==> src/rtl/cfgl_pkg.sv <==
package cfgl_pkg;

    localparam int unsigned BYTE_W = 8;

    typedef enum logic [2:0] {
        ST_IDLE,
        ST_PROG,
        ST_REL,
        ST_FETCH,
        ST_SHIFT,
        ST_TAIL,
        ST_FIN
    } cfgl_state_e;

    typedef enum logic [1:0] {
        RES_OK      = 2'b00,
        RES_TIMEOUT = 2'b01,
        RES_CRC     = 2'b10
    } cfgl_result_e;

    typedef struct packed {
        logic [BYTE_W-1:0] data;
        logic              last;
    } cfgl_beat_t;

    // Target signals a CRC fault: init active while done not yet reached
    function automatic logic crc_fault(input logic init_n, input logic done);
        return !init_n && !done;
    endfunction

    // States bounded by the wait timer
    function automatic logic is_wait(input cfgl_state_e s);
        return (s == ST_PROG) || (s == ST_REL) || (s == ST_TAIL);
    endfunction

endpackage

==> src/rtl/cfgl_cclk_gen.sv <==
module cfgl_cclk_gen #(
    parameter int unsigned HALF = 4
) (
    input  logic clk,
    input  logic rst,
    input  logic run,
    output logic cclk,
    output logic load_tick,
    output logic end_tick
);
    localparam int unsigned PERIOD = 2 * HALF;
    localparam int unsigned PW     = $clog2(PERIOD);

    logic [PW-1:0] pc_q;

    always_ff @(posedge clk) begin
        if (rst || !run) begin
            pc_q <= '0;
        end else if (pc_q == PW'(PERIOD - 1)) begin
            pc_q <= '0;
        end else begin
            pc_q <= pc_q + PW'(1);
        end
    end

    // Low for the first HALF cycles of each period, idle high when stopped
    assign cclk      = !(run && (pc_q < PW'(HALF)));
    assign load_tick = run && (pc_q == '0);
    assign end_tick  = run && (pc_q == PW'(PERIOD - 1));

endmodule

==> src/rtl/cfgl_wait_timer.sv <==
module cfgl_wait_timer #(
    parameter int unsigned LIMIT = 500000
) (
    input  logic clk,
    input  logic rst,
    input  logic clr,
    input  logic en,
    output logic expired
);
    localparam int unsigned CW = $clog2(LIMIT + 1);

    logic [CW-1:0] cnt_q;

    always_ff @(posedge clk) begin
        if (rst || clr) begin
            cnt_q <= '0;
        end else if (en && !expired) begin
            cnt_q <= cnt_q + CW'(1);
        end
    end

    assign expired = en && (cnt_q == CW'(LIMIT - 1));

endmodule

==> src/rtl/cfgl_shifter.sv <==
module cfgl_shifter
    import cfgl_pkg::*;
#(
    parameter int unsigned W = BYTE_W
) (
    input  logic       clk,
    input  logic       rst,
    input  logic       load_i,
    input  cfgl_beat_t beat_i,
    input  logic       shift_i,
    output logic       msb_o,
    output logic       last_o,
    output logic       byte_end_o
);
    localparam int unsigned BW = $clog2(W);

    logic [W-1:0]  sr_q;
    logic [BW-1:0] bit_q;
    logic          last_q;

    always_ff @(posedge clk) begin
        if (rst) begin
            sr_q   <= '0;
            bit_q  <= '0;
            last_q <= 1'b0;
        end else if (load_i) begin
            sr_q   <= beat_i.data;
            bit_q  <= '0;
            last_q <= beat_i.last;
        end else if (shift_i) begin
            sr_q   <= {sr_q[W-2:0], 1'b0};
            bit_q  <= bit_q + BW'(1);
        end
    end

    assign msb_o      = sr_q[W-1];
    assign last_o     = last_q;
    assign byte_end_o = shift_i && (bit_q == BW'(W - 1));

endmodule

==> src/rtl/cfg_serial_loader.sv <==
module cfg_serial_loader
    import cfgl_pkg::*;
#(
    parameter int unsigned HALF_CYCLES    = 4,
    parameter int unsigned TIMEOUT_CYCLES = 500000
) (
    input  logic              clk,
    input  logic              rst,
    input  logic              start_i,
    input  logic [BYTE_W-1:0] in_data_i,
    input  logic              in_last_i,
    input  logic              in_valid_i,
    output logic              in_ready_o,
    output logic              prog_n_o,
    input  logic              init_n_i,
    input  logic              done_i,
    output logic              cclk_o,
    output logic              din_o,
    output logic              busy_o,
    output logic              fin_o,
    output logic [1:0]        status_o
);
    cfgl_state_e  st_q, st_d;
    cfgl_result_e res_q, res_d;
    logic         take;
    logic         run;
    logic         load_tick, end_tick;
    logic         tmo;
    logic         msb, last_byte, byte_end;
    logic         din_q;
    cfgl_beat_t   beat;

    assign run  = (st_q == ST_SHIFT) || (st_q == ST_TAIL);
    assign beat = '{data: in_data_i, last: in_last_i};

    cfgl_cclk_gen #(
        .HALF(HALF_CYCLES)
    ) u_cclk (
        .clk       (clk),
        .rst       (rst),
        .run       (run),
        .cclk      (cclk_o),
        .load_tick (load_tick),
        .end_tick  (end_tick)
    );

    cfgl_wait_timer #(
        .LIMIT(TIMEOUT_CYCLES)
    ) u_timer (
        .clk     (clk),
        .rst     (rst),
        .clr     (st_d != st_q),
        .en      (is_wait(st_q)),
        .expired (tmo)
    );

    cfgl_shifter #(
        .W(BYTE_W)
    ) u_shift (
        .clk        (clk),
        .rst        (rst),
        .load_i     (take),
        .beat_i     (beat),
        .shift_i    (end_tick && (st_q == ST_SHIFT)),
        .msb_o      (msb),
        .last_o     (last_byte),
        .byte_end_o (byte_end)
    );

    always_comb begin
        st_d  = st_q;
        res_d = res_q;
        take  = 1'b0;
        case (st_q)
            ST_IDLE: begin
                if (start_i) begin
                    st_d  = ST_PROG;
                    res_d = RES_OK;
                end
            end
            ST_PROG: begin
                if (!init_n_i) begin
                    st_d = ST_REL;
                end else if (tmo) begin
                    st_d  = ST_FIN;
                    res_d = RES_TIMEOUT;
                end
            end
            ST_REL: begin
                if (init_n_i) begin
                    st_d = ST_FETCH;
                end else if (tmo) begin
                    st_d  = ST_FIN;
                    res_d = RES_TIMEOUT;
                end
            end
            ST_FETCH: begin
                if (crc_fault(init_n_i, done_i)) begin
                    st_d  = ST_FIN;
                    res_d = RES_CRC;
                end else if (in_valid_i) begin
                    take = 1'b1;
                    st_d = ST_SHIFT;
                end
            end
            ST_SHIFT: begin
                if (byte_end) begin
                    st_d = last_byte ? ST_TAIL : ST_FETCH;
                end
            end
            ST_TAIL: begin
                if (end_tick && done_i) begin
                    st_d  = ST_FIN;
                    res_d = RES_OK;
                end else if (tmo) begin
                    st_d  = ST_FIN;
                    res_d = RES_TIMEOUT;
                end
            end
            ST_FIN:  st_d = ST_IDLE;
            default: st_d = ST_IDLE;
        endcase
    end

    always_ff @(posedge clk) begin
        if (rst) begin
            st_q  <= ST_IDLE;
            res_q <= RES_OK;
            din_q <= 1'b0;
        end else begin
            st_q  <= st_d;
            res_q <= res_d;
            // Data moves one cycle into the low phase; high during the tail
            if (load_tick) begin
                din_q <= (st_q == ST_TAIL) ? 1'b1 : msb;
            end
        end
    end

    assign din_o      = din_q;
    assign prog_n_o   = (st_q != ST_PROG);
    assign in_ready_o = (st_q == ST_FETCH) && !crc_fault(init_n_i, done_i);
    assign busy_o     = (st_q != ST_IDLE) && (st_q != ST_FIN);
    assign fin_o      = (st_q == ST_FIN);
    assign status_o   = res_q;

endmodule

==> config.mk <==
export PLATFORM = sky130hd
export DESIGN_NAME = cfg_serial_loader
export DESIGN_NICKNAME = d
export VERILOG_FILES = /design/src/rtl/cfgl_pkg.sv /design/src/rtl/cfgl_cclk_gen.sv /design/src/rtl/cfgl_wait_timer.sv /design/src/rtl/cfgl_shifter.sv /design/src/rtl/cfg_serial_loader.sv
export SDC_FILE = /design/constraint.sdc
export NUM_CORES = 1
export LEC_CHECK = 0
export ABC_AREA = 1
export ABC_CLOCK_PERIOD_IN_PS = 2250
export BUFFER_PORTS_ARGS = -buffer_cell sky130_fd_sc_hd__buf_2
export CORE_MARGIN = 1.5
export CORE_UTILIZATION = 50
export CTS_CLUSTER_SIZE = 16
export DETAILED_ROUTE_END_ITERATION = 12
export PLACE_DENSITY = 0.69
export SLEW_MARGIN = 10
export SYNTH_ARGS = -nofsm -noshare
export SYNTH_HDL_FRONTEND = slang
export SYNTH_SLANG_ARGS = --single-unit
==> constraint.sdc <==
create_clock -name clk -period 2.25 [get_ports clk]
set_input_delay 0.1125 -clock clk [delete_from_list [all_inputs] [get_ports clk]]
set_output_delay 0.1125 -clock clk [all_outputs]
set_load 0.01 [all_outputs]
## Yosys cells after proc, flatten, opt, wreduce, memory -nomap -nowiden

Cells that the tools add are included.

- Output and inout port bits: 8
- Register bits: 40
- Word-level logic and storage cells: 81

- Magnitude comparators: 1
- Reductions and logical operators: 30
- Equal/unequal tests: 16
- Add/subtract/negate cells: 3
- Muxes and demuxes: 23

Operator list:

| cell | count |
|---|---|
| 3-bit 2-to-1 mux | 9 |
| 19-bit by 1-bit adder with 19-bit output (second input constant) | 1 |
| 19-bit equality test (second input constant) | 1 |
| 3-bit case mux with 6 select lines | 1 |
| 8-bit 2-to-1 mux | 2 |
| 3-bit equality test (second input constant) | 5 |
| 2-bit 2-to-1 mux | 6 |
| 1-bit logical AND | 11 |
| 2-bit case mux with 5 select lines | 1 |
| 2-bit inequality test (second input constant) | 4 |
| 3-bit by 1-bit adder with 3-bit output (second input constant) | 2 |
| 3-bit by 2-bit equality test with 1-bit output (second input constant) | 2 |
| 1-bit zero test | 6 |
| 3-bit zero test | 2 |
| 1-bit logical OR | 5 |
| 5-bit AND reduction | 1 |
| 5-bit nonzero test | 1 |
| 1-bit 2-to-1 mux | 4 |
| 2-bit OR reduction | 2 |
| 3-bit by 1-bit equality test with 1-bit output (second input constant) | 1 |
| 3-bit less-than comparator (second input constant) | 1 |
| 3-bit by 1-bit inequality test with 1-bit output (second input constant) | 1 |
| 3-bit inequality test | 1 |
| 3-bit inequality test (second input constant) | 1 |
| other kinds (2) | 2 |

## Longest topological paths before layout

Gate-level depths: netlist of the first run.

- Depth after elaboration: 9
- Gate-level depth with buffers: 14

## Cells and area by module

A second synthesis of the first run with hierarchy kept.

- Cells, all modules: 429
- Area, all modules: 2,687.6 sq um

Modules (own cells, without submodules):

| module | cells each | area each (sq um) | sequential area each (sq um) | times used |
|---|---|---|---|---|
| cfgl_wait_timer | 205 | 1,312.5 | 380.4 | 1 |
| cfg_serial_loader | 123 | 661.9 | 120.1 | 1 |
| cfgl_shifter | 80 | 551.8 | 240.2 | 1 |
| cfgl_cclk_gen | 21 | 161.4 | 60.1 | 1 |

## Worst setup path after synthesis of the first run

OpenSTA, ideal clock, no wires.

- Path type: register to register
- Start: register u_cclk.pc_q[0]
- End: register u_timer.cnt_q[14]
- Period minus slack after synthesis: 1.841 ns
- Path slack: 0.409 ns
- Path buffers: 1
- Arrival: 1.780 ns
- Stages on the path, launching flop included: 14
- Cells stage by stage: dfxtp_1 > ha_1 > ha_1 > inv_1 > nor3_4 > nand2_2 > nor2_2 > nor2_1 > nor2_2 > nand3_1 > nand2_2 > nand2_4 > buf_8 > nor2_2

- Word-level cells in the longest chain between the ends: 8
- Elaborated cells between the ends (all ways): 10

Ends and longest elaborated chain:

| element | line | RTL |
|---|---|---|
| start: declaration | cfgl_cclk_gen.sv:14 | `logic [PW-1:0] pc_q;` |
| start signal: assignment | cfgl_cclk_gen.sv:22 | `pc_q <= pc_q + PW'(1);` |
| 3-bit equality test (*) | cfgl_cclk_gen.sv:29 | `assign end_tick = run && (pc_q == PW'(PERIOD - 1));` |
| 1-bit logical AND (*) | cfgl_cclk_gen.sv:29 |  |
| 1-bit logical AND | cfg_serial_loader.sv:64 | `.shift_i (end_tick && (st_q == ST_SHIFT)),` |
| 1-bit logical AND | cfgl_shifter.sv:38 | `assign byte_end_o = shift_i && (bit_q == BW'(W - 1));` |
| 3-bit 2-to-1 mux | cfg_serial_loader.sv:107 | `if (byte_end) begin` |
| 3-bit case mux with 6 select lines (*) | cfg_serial_loader.sv:74 | `case (st_q)` |
| 3-bit inequality test (*) | cfg_serial_loader.sv:52 | `.clr (st_d != st_q),` |
| 1-bit logical OR (*) | cfgl_wait_timer.sv:15 | `if (rst \|\| clr) begin` |
| end signal: assignment | cfgl_wait_timer.sv:18 | `cnt_q <= cnt_q + CW'(1);` |
| end: declaration | cfgl_wait_timer.sv:12 | `logic [CW-1:0] cnt_q;` |

Every way passes the cells marked *; elsewhere a longest branch is shown, timed or not.
A chain may end at the register's enable or synchronous reset.

## Final worst setup path of the first run

- Start: register u_cclk.pc_q[0]
- End: register u_timer.cnt_q[10]

The elaborated chain is that of the path after synthesis.

==> results, run 1 <==
- The hold-critical path depth is 3.
- The maximum number of pins on one net before global-route repair is 20.
- The sequential cells in the finished layout cover a total of roughly 800 µm².
- The clock tree root buffer cell is clkbuf_8.
- Counting the fill cells in the layout gives between 400 and 500.
- The worst setup path is launched from a flip-flop.
- The final-report hold violation count came to 0.
- The count of nets left with antenna violations once routing finished came out at 0.
- The number of global-route vias before repair came to between 2,000 and 2,500.
- The worst reg2reg path endpoint is u_timer.cnt_q[10]$_SDFFE_PP0P_.
- For the pin with the worst max-slew slack, the measured transition is ~0.47 ns.
- In this run the worst path has a maximum fanout of 19.
- The die is approximately 72 µm tall.
- Counting the buffers created by CTS gives 5.
- The most common cell in the synthesized netlist is nand2_1.
- The floorplan has 24 rows.
- After detailed routing, the met2 layer carries between 2000 and 2500 µm of wire.
- The floorplan step defined a die boundary enclosing just over 5000 µm².
- The total negative slack for setup checks is 0 ns.
- At the worst endpoint, the required time is between 2 and 2.5 ns.
- Of the cells placed in the final design, the portion with a size suffix greater than 1 is roughly 14%.
- The area of the multi-input gates is roughly 1300 µm².
- The post-placement cell count is between 400 and 500.
- The final global-route overflow total is 0.
- When the netlist entered floorplanning its net count stood at 380.
- After the first detailed-routing iteration, the DRC count stood at about 110.
- The worst hold path belongs to the class primary input to flip-flop.
- Setup violations remaining at the end of the flow were counted as 0.
- The number of antenna violations at the first check in global routing is 0.
- Of all cell types, the one taking the most synthesized area is dfxtp_1.
- Sequential elements use 33.7% of the synthesized area.
- Sequential cells burn about half of the power.
- The combinational fraction of design power is a little over an eighth.
- The flow ran to the end, and the final reports show no timing, DRC or antenna violations.
- Counting flops with an async set or reset pin after synthesis yields a share of 0%.
- The average wire length per cell after detail routing is around 11 µm.
- The final estimated routing congestion in global placement is 0.830.
- The total power divided by cell area is 574 nW/µm².
- The top routing layer in use is met4.
- Setup repair after global routing left no endpoint under its margin.
- The via density per instance is 4.89.
- The total net switching power is 0.399 mW.
- Data arrives at the worst endpoint at 2.18 ns.
- The peak clock frequency supported by timing is 0.512 GHz.
- The total count of max-transition violations in the final report is 0.
- Synthesis produced between 300 and 400 cells.
- The total non-filler cell area in the finished layout is about 2600 µm².
- The total DRC errors in the routed layout is 0.
- The finished layout holds ~440 standard cells, fillers aside.
- The netlist uses 31 different library cells.
- The post-synthesis register bit count is 40.
- The mean instance size in the synthesized netlist is approximately 6.6 µm².
- The clock-pin slew of the registers on the worst-case setup and hold paths is roughly 0.080 ns.
- The clock share of power is 38.4%.
- The mapped netlist covers around 2400 µm².
- Cell internal power was estimated by the tool at between 1 and 1.5 mW.
- The critical path start-end classification is flip-flop to flip-flop.
- The initial utilization of the core area, before any placement, comes to between 50% and 60%.
- The first-pass iteration count of the detailed router is 4.
- The first global-routing pass estimated 8770 µm of wire.
- TritonCTS built the clock tree.
- The routed length on met1 is around 2300 µm.
- Ranked by total cell area, the synthesized netlist is headed by dfxtp_1, nand2_1, inv_1, nor2_1, nand3_1.
- The post-CTS setup-driven buffer insertion count is 0.
- Net switching is between 20% and 30% of the power.
- The number of enable-type register cells in the synthesized netlist is 0.
- The total wire length after detailed routing is roughly 4800 µm.
- The dominant register cell in the synthesized netlist is dfxtp_1.
- The final cycle utilization of the critical path is slightly below 90%.
- The number of cells on the worst reg-to-reg path is 12.
- The worst reg2reg path startpoint is u_cclk.pc_q[0]$_SDFF_PP0_.
- The clock arrives with 0.00490 ns of skew.
- The clock latency on the worst-skew pair is between 0.2 and 0.3 ns.
- In this run the standard cell core region covers between 4000 and 5000 µm².
- The detailed-routed wire length on met3 is roughly 130 µm.
- By count the netlist is led by nand2_1, inv_1, nor2_1, dfxtp_1, nand3_1.
- The total routing usage reported by global routing is between 20% and 30%.
- The worst setup path is captured at a flip-flop.
- In this run the most critical hold path is launched from in_data_i[5].
- In this run the static leakage power is ~1.1 nW.
- During synthesis, Yosys emitted a total of 0 warnings.
- The repair_antennas step left the layout with diodes totalling 0.
- After detailed placement, the total cell area comes to 2520 µm².
- The relative area change from synthesis to final layout is 10.6%.
- The end of the worst hold path is u_shift.sr_q[5]$_SDFFE_PP0P_.
- The reported max-cap violation count is 0.
- The worst reg-to-reg setup slack is slightly below 0.3 ns.
- The port buffer count is 22.
- The final route contains 2,133 vias.
- IR analysis of the VDD net gives a maximum drop of roughly 0.00035 V.
- Final hold analysis gives a worst-case slack of 0.0551 ns.
- In this run the tightest slew margin relative to its limit is slightly below 70%.
- CTS saw 40 sinks.
- The maximum buffer depth of the clock tree is 2.
- The number of placed I/O pins is 23.
- After layout, the minimum clock period comes to roughly 2 ns.
- The number of H-tree branching levels is 2.
- The net total in the final layout is ~400.
- The die boundary width is roughly 72 µm.
- The count of instances resized after the clock tree is built is 0.
- Once detailed placement completed, the half-perimeter wirelength came to 3610 µm.
- Of the post-synthesis cell area, the dominant cell type holds 33.7%.
[cells by family after synthesis]
kind of cell,share of synthesized area [%]
flip-flops,33.7
AO/OA/AOI/OAI,8.96
AND/OR/NAND/NOR,35.6
buffers and inverters,11.9
multiplexers,0.422
XOR/XNOR,6.27
adder cells (fa/ha/maj),3.16
[metal layers]
layer | global-route usage (%) | up-vias
met3 | 4.58 | 4
met5 | 0 | -
met4 | 8.18 | 0
met1 | 24.6 | 935
li1 | - | 1166
met2 | 37.8 | 28
[worst max-delay path: stages (launching register included)]
cell and delay, ns:
dfxtp_1 0.36, ha_1 0.16, ha_1 0.15, inv_1 0.07, nor3_4 0.31, nand2_2 0.08
nor2_2 0.11, nor2_1 0.07, nor2_2 0.09, nand3_1 0.09, nand2_2 0.09, nand2_4 0.17
nor2_1 0.13
[worst max path at each step]
stage | start | end | slack (ns) | depth (start not counted)
floorplan | u_cclk.pc_q[0]$_SDFF_PP0_ | u_timer.cnt_q[14]$_SDFFE_PP0P_ | 0.41 | 13
global placement | u_cclk.pc_q[0]$_SDFF_PP0_ | u_timer.cnt_q[10]$_SDFFE_PP0P_ | 0.31 | 12
detailed placement | u_cclk.pc_q[0]$_SDFF_PP0_ | u_timer.cnt_q[10]$_SDFFE_PP0P_ | 0.23 | 12
CTS | u_cclk.pc_q[0]$_SDFF_PP0_ | u_timer.cnt_q[10]$_SDFFE_PP0P_ | 0.21 | 12
global route | u_cclk.pc_q[0]$_SDFF_PP0_ | u_timer.cnt_q[8]$_SDFFE_PP0P_ | 0.03 | 12
finish | u_cclk.pc_q[0]$_SDFF_PP0_ | u_timer.cnt_q[10]$_SDFFE_PP0P_ | 0.30 | 12
[flip-flops by register name (all words and copies together) (netlist names)]
| register | flops |
|---|---|
| din_o | 1 |
| st_q | 3 |
| status_o | 2 |
| u_cclk.pc_q | 3 |
| u_shift.bit_q | 3 |
| u_shift.last_o | 1 |
| u_shift.sr_q | 8 |
| u_timer.cnt_q | 19 |
[through the flow]
step	power (mW)	util, %	setup slack, ns
after floorplan	0.898	-	0.409
after global placement	0.945	56.3	0.312
after detailed placement	0.946	56.3	0.227
after CTS	1.52	58.7	0.205
after global routing	1.59	58.7	0.0332
final	1.51	58.7	0.298
[power by group through the flow]
stage,sequential [mW],combinational (mW),clock [mW]
after floorplan,0.741,0.156,0
after global placement,0.744,0.201,0
after detailed placement,0.744,0.203,0
after CTS,0.727,0.203,0.594
after global routing,0.729,0.229,0.628
final,0.728,0.202,0.579
[cell type report]
class | instances | share of cell area (%)
Clock buffer | 6 | 2.76
Clock inverter | 2 | 1.33
Inverter | 61 | 8.71
Multi-Input combinational cell | 250 | 49.2
Sequential cell | 40 | 30.5
Tap cell | 52 | 2.48
Timing Repair Buffer | 25 | 5.05
[layout by cell type, fill, tap and decap left out, types with 5 or more instances in the layout]
| cell | n |
|---|---|
| xnor2_1 | 7 |
| o21ai_0 | 17 |
| ha_1 | 6 |
| nor2_1 | 47 |
| nor3_1 | 10 |
| xor2_1 | 10 |
| a21oi_1 | 10 |
| nand2_1 | 82 |
| nor2_2 | 13 |
| dfxtp_1 | 40 |
| clkbuf_8 | 5 |
| nand3_1 | 22 |
| nand4_1 | 7 |
| inv_1 | 57 |
| buf_2 | 22 |
[timing repair]
item                                    CTS  global route
endpoints found under the setup margin    0             3
hold endpoints to repair                  0             0
hold buffers                              0             0
Power figures use the tool's default switching activity.
==> run 2: changes to the inputs <==
--- a/config.mk
+++ b/config.mk
@@ -12,7 +12,7 @@
 export CORE_UTILIZATION = 50
 export CTS_CLUSTER_SIZE = 16
 export DETAILED_ROUTE_END_ITERATION = 12
-export PLACE_DENSITY = 0.69
+export PLACE_DENSITY = 0.76
 export SLEW_MARGIN = 10
 export SYNTH_ARGS = -nofsm -noshare
 export SYNTH_HDL_FRONTEND = slang
==> run 2 against run 1 <==
Final area shrank 1.1%; sequential power hardly changed; non-clock buffer count stayed put; critical endpoint is now u_timer.cnt_q[9]$_SDFFE_PP0P_; largest power group unchanged.
==> results, run 2 (same netlist as run 1, synthesis figures left out) <==
- The die footprint came to 5170 µm² (unchanged).
- The post-layout minimum cycle time is 1.98 ns (+0.0306 ns).
- The total number of vias is 2,222 (+4.2%).
- TritonCTS built the clock tree.
- The data required time at the worst endpoint was 2.49 ns (about the same).
- The slowest stage of the critical path is the dfxtp_1 cell.
- The detailed router's first-iteration violation count is 102 (-5.6%).
- The largest voltage drop on the vdd net is 0.000365 V (+3.5%).
- The highest net fanout along the worst path came to 19 (unchanged).
- The final estimated routing congestion in global placement is 0.844 (+1.7%).
- The final-report hold violation count came to 0 (unchanged).
- The switching fraction of total power is 28.4% (+1.9 points).
- STA classifies the critical path startpoint as a flip-flop.
- The clock share of power is 32.9% (-5.5 points).
- STA classifies the critical path endpoint as a flip-flop.
- The total wire length after detailed routing is 4700 µm (-1.5%).
- The setup skew after layout is 0.00504 ns (+0.000138 ns).
- In this run the critical register-to-register path is captured at u_timer.cnt_q[9]$_SDFFE_PP0P_.
- The slew at the pin closest to its max-slew limit was 0.483 ns (+0.0153 ns).
- The clock latency on the worst-skew pair is 0.30 ns (about the same).
- The antenna diode count came to 0 (unchanged).
- The final global-route overflow total is 0 (unchanged).
- The post-placement cell count is 428 (unchanged).
- The number of failing setup endpoints in the final timing report is 0 (unchanged).
- The number of global-route vias before repair was 2,018 (-6.2%).
- The total power of the final layout came to 1.38 mW (-8.2%).
- The run finished with clean final reports.
- The half-perimeter wire length of the detailed placement result is 3560 µm (-1.6%).
- The first-pass iteration count of the detailed router is 4 (unchanged).
- Setup repair after global routing left no endpoint under its margin.
- The total routing usage reported by global routing is 20.1% (-1.0 points).
- The register with the most flip-flops in the final layout is u_timer.cnt_q.
- The worst reg-to-reg setup slack was 0.27 ns (-0.03 ns).
- The total DRC errors in the routed layout is 0 (unchanged).
- The site row count is 24 (unchanged).
- The number of placed I/O pins is 23 (unchanged).
- In the final layout, the registers with the most flip-flops are u_timer.cnt_q x19, u_shift.sr_q x8.
- The post-CTS setup-driven buffer insertion count is 0 (unchanged).
- The remaining number of nets flagged by the antenna check after routing is 0 (unchanged).
- The number of filler cells placed in the layout is 429 (-1.8%).
- The flip-flop and latch area was 801 µm² (unchanged).
- The number of flip-flops in the largest register is 19 (unchanged).
- Traced cell by cell, the critical path runs through ha_1, ha_1, inv_1, nor3_4, nand2_2, nor2_2, nor2_1, nor2_2, nand3_1, nand2_2, nand2_4, nor2_1.
- The final cycle utilization of the critical path was 88.1% (+1.4 points).
- The total negative slack for setup checks came to 0 ns (unchanged).
- The total power divided by cell area is 533 nW/µm² (-7.2%).
- The average wire length per cell after detail routing is 10.8 µm (-1.3%).
- The net total in the final layout is 404 (unchanged).
- The static leakage power came to 1.06 nW (-1.1%).
- The share of cells above drive strength 1 was 14.1% (-0.22 points).
- The via density per instance is 5.11 (+4.4%).
- The type of the tightest min-delay check is primary input to flip-flop.
- The height of the die is 71.9 µm (unchanged).
- The count of clock tree sinks came to 40 (unchanged).
- The post-cts hold buffer count is 0 (unchanged).
- The peak clock frequency supported by timing is 0.504 GHz (-1.5%).
- The number of H-tree branching levels was 2 (unchanged).
- The maximum buffer depth of the clock tree is 2 (unchanged).
- The maximum number of pins on one net before global-route repair was 20 (unchanged).
- The fraction of power consumed by sequential logic is 52.6% (+4.4 points).
- The worst reg2reg path startpoint is u_cclk.pc_q[0]$_SDFF_PP0_.
- The signal arrival time at the worst endpoint is 2.22 ns (+0.04 ns).
- The design internal power is 0.991 mW (-11%).
- The die boundary width is 71.9 µm (unchanged).
- The relative area change from synthesis to final layout is 9.38%.
- The most critical setup path has its startpoint at u_cclk.pc_q[0]$_SDFF_PP0_.
- The root buffer cell chosen for the clock tree is clkbuf_8.
- The number of buffers inserted during clock tree synthesis is 5 (unchanged).
- The port buffer count is 22 (unchanged).
- The most common cell after layout, fill and taps aside is nand2_1.
- The clock-pin slew of the registers on the worst-case setup and hold paths is 0.08 ns (about the same).
- The critical path's largest stage delay is 0.36 ns (about the same).
- The critical path start-end classification is flip-flop to flip-flop.
- The combinational fraction of design power was 14.5% (+1.1 points).
- The total count of max-transition violations in the final report is 0 (unchanged).
- The cell depth of the worst flop-to-flop path was 12 (unchanged).
- The reported max-cap violation count came to 0 (unchanged).
- The first-pass GRT wire length is 8320 µm (-5.1%).
- The origin of the worst min-delay path is in_data_i[7].
- The end of the worst hold path is u_shift.sr_q[7]$_SDFFE_PP0P_.
- The starting density of the core is 53.1% (unchanged).
- The library cells used most frequently in the layout, excluding fill and tap cells, are nand2_1, inv_1, nor2_1, dfxtp_1.
- The number of antenna violations at the first check in global routing was 0 (unchanged).
- The hold-critical path depth came to 3 (unchanged).
- The total net switching power is 0.393 mW (-1.5%).
- The count of instances resized after the clock tree is built came to 0 (unchanged).
- The area of the core came to 4470 µm² (unchanged).
- The final cell count without fillers is 435 (-0.23%).
- The relative slew slack was 67.5% (-1.0 points).
- The area of the multi-input gates is 1290 µm² (unchanged).
## run 2: cell count changes in the layout (fill, tap and decap cells not counted), sizes merged
cell	change
bufinv	-1
## run 2: worst max path at each step
stage,endpoint,slack (ns),cells past startpoint
after floorplan,u_timer.cnt_q[14]$_SDFFE_PP0P_,0.41,13
after global placement,u_timer.cnt_q[17]$_SDFFE_PP0P_,0.33,9
after detailed placement,u_timer.cnt_q[9]$_SDFFE_PP0P_,0.25,12
after global routing,u_timer.cnt_q[10]$_SDFFE_PP0P_,0.05,12
after CTS,u_timer.cnt_q[12]$_SDFFE_PP0P_,0.23,12
final,u_timer.cnt_q[9]$_SDFFE_PP0P_,0.27,12
## run 2: final cells by class
cell class              count  area share [%]
multi-input cells         250            49.8
flip-flops and latches     40            30.8
inverters                  61            8.82
repair buffers             25            5.11
clock buffers               6            2.79
well taps                  52            2.50
clock inverters             1           0.193
## run 2: power groups by stage
stage / Sequential (mW) / Clock, mW / Combinational (mW)
floorplan: 0.741 / 0 / 0.156
global placement: 0.744 / 0 / 0.198
detailed placement: 0.744 / 0 / 0.201
CTS: 0.727 / 0.475 / 0.201
global route: 0.729 / 0.502 / 0.226
finish: 0.728 / 0.456 / 0.201
## run 2: worst max-delay path, delay by kind of cell (launching register included)
| family | cells | cell delay (ns) |
|---|---|---|
| and+or+nand+nor | 9 | 1.18 |
| DFF | 1 | 0.36 |
| adders and majority gates | 2 | 0.31 |
| buffers and inverters | 1 | 0.08 |
## run 2: routing by layer
metal  wire [µm]  up-vias  GRT usage [%]  part of all wire [%]
li1            -     1173              -                     -
met1        2180      988           24.5                    46
met2        2230       53           33.8                    47
met3         215        8           4.03                   4.6
met4          81        0           9.64                   1.7
met5           0        -              0                     0
## run 2: metrics by stage
stage                     instance area, µm²  hold slack [ns]  utilization [%]  worst slack, ns
after global routing                    2600           0.0639             58.1           0.0501
final                                   2600           0.0516             58.1            0.267
after global placement                  2520            0.350             56.3            0.326
after CTS                               2600           0.0443             58.1            0.231
after floorplan                         2370            0.261                -            0.409
after detailed placement                2520            0.359             56.3            0.254
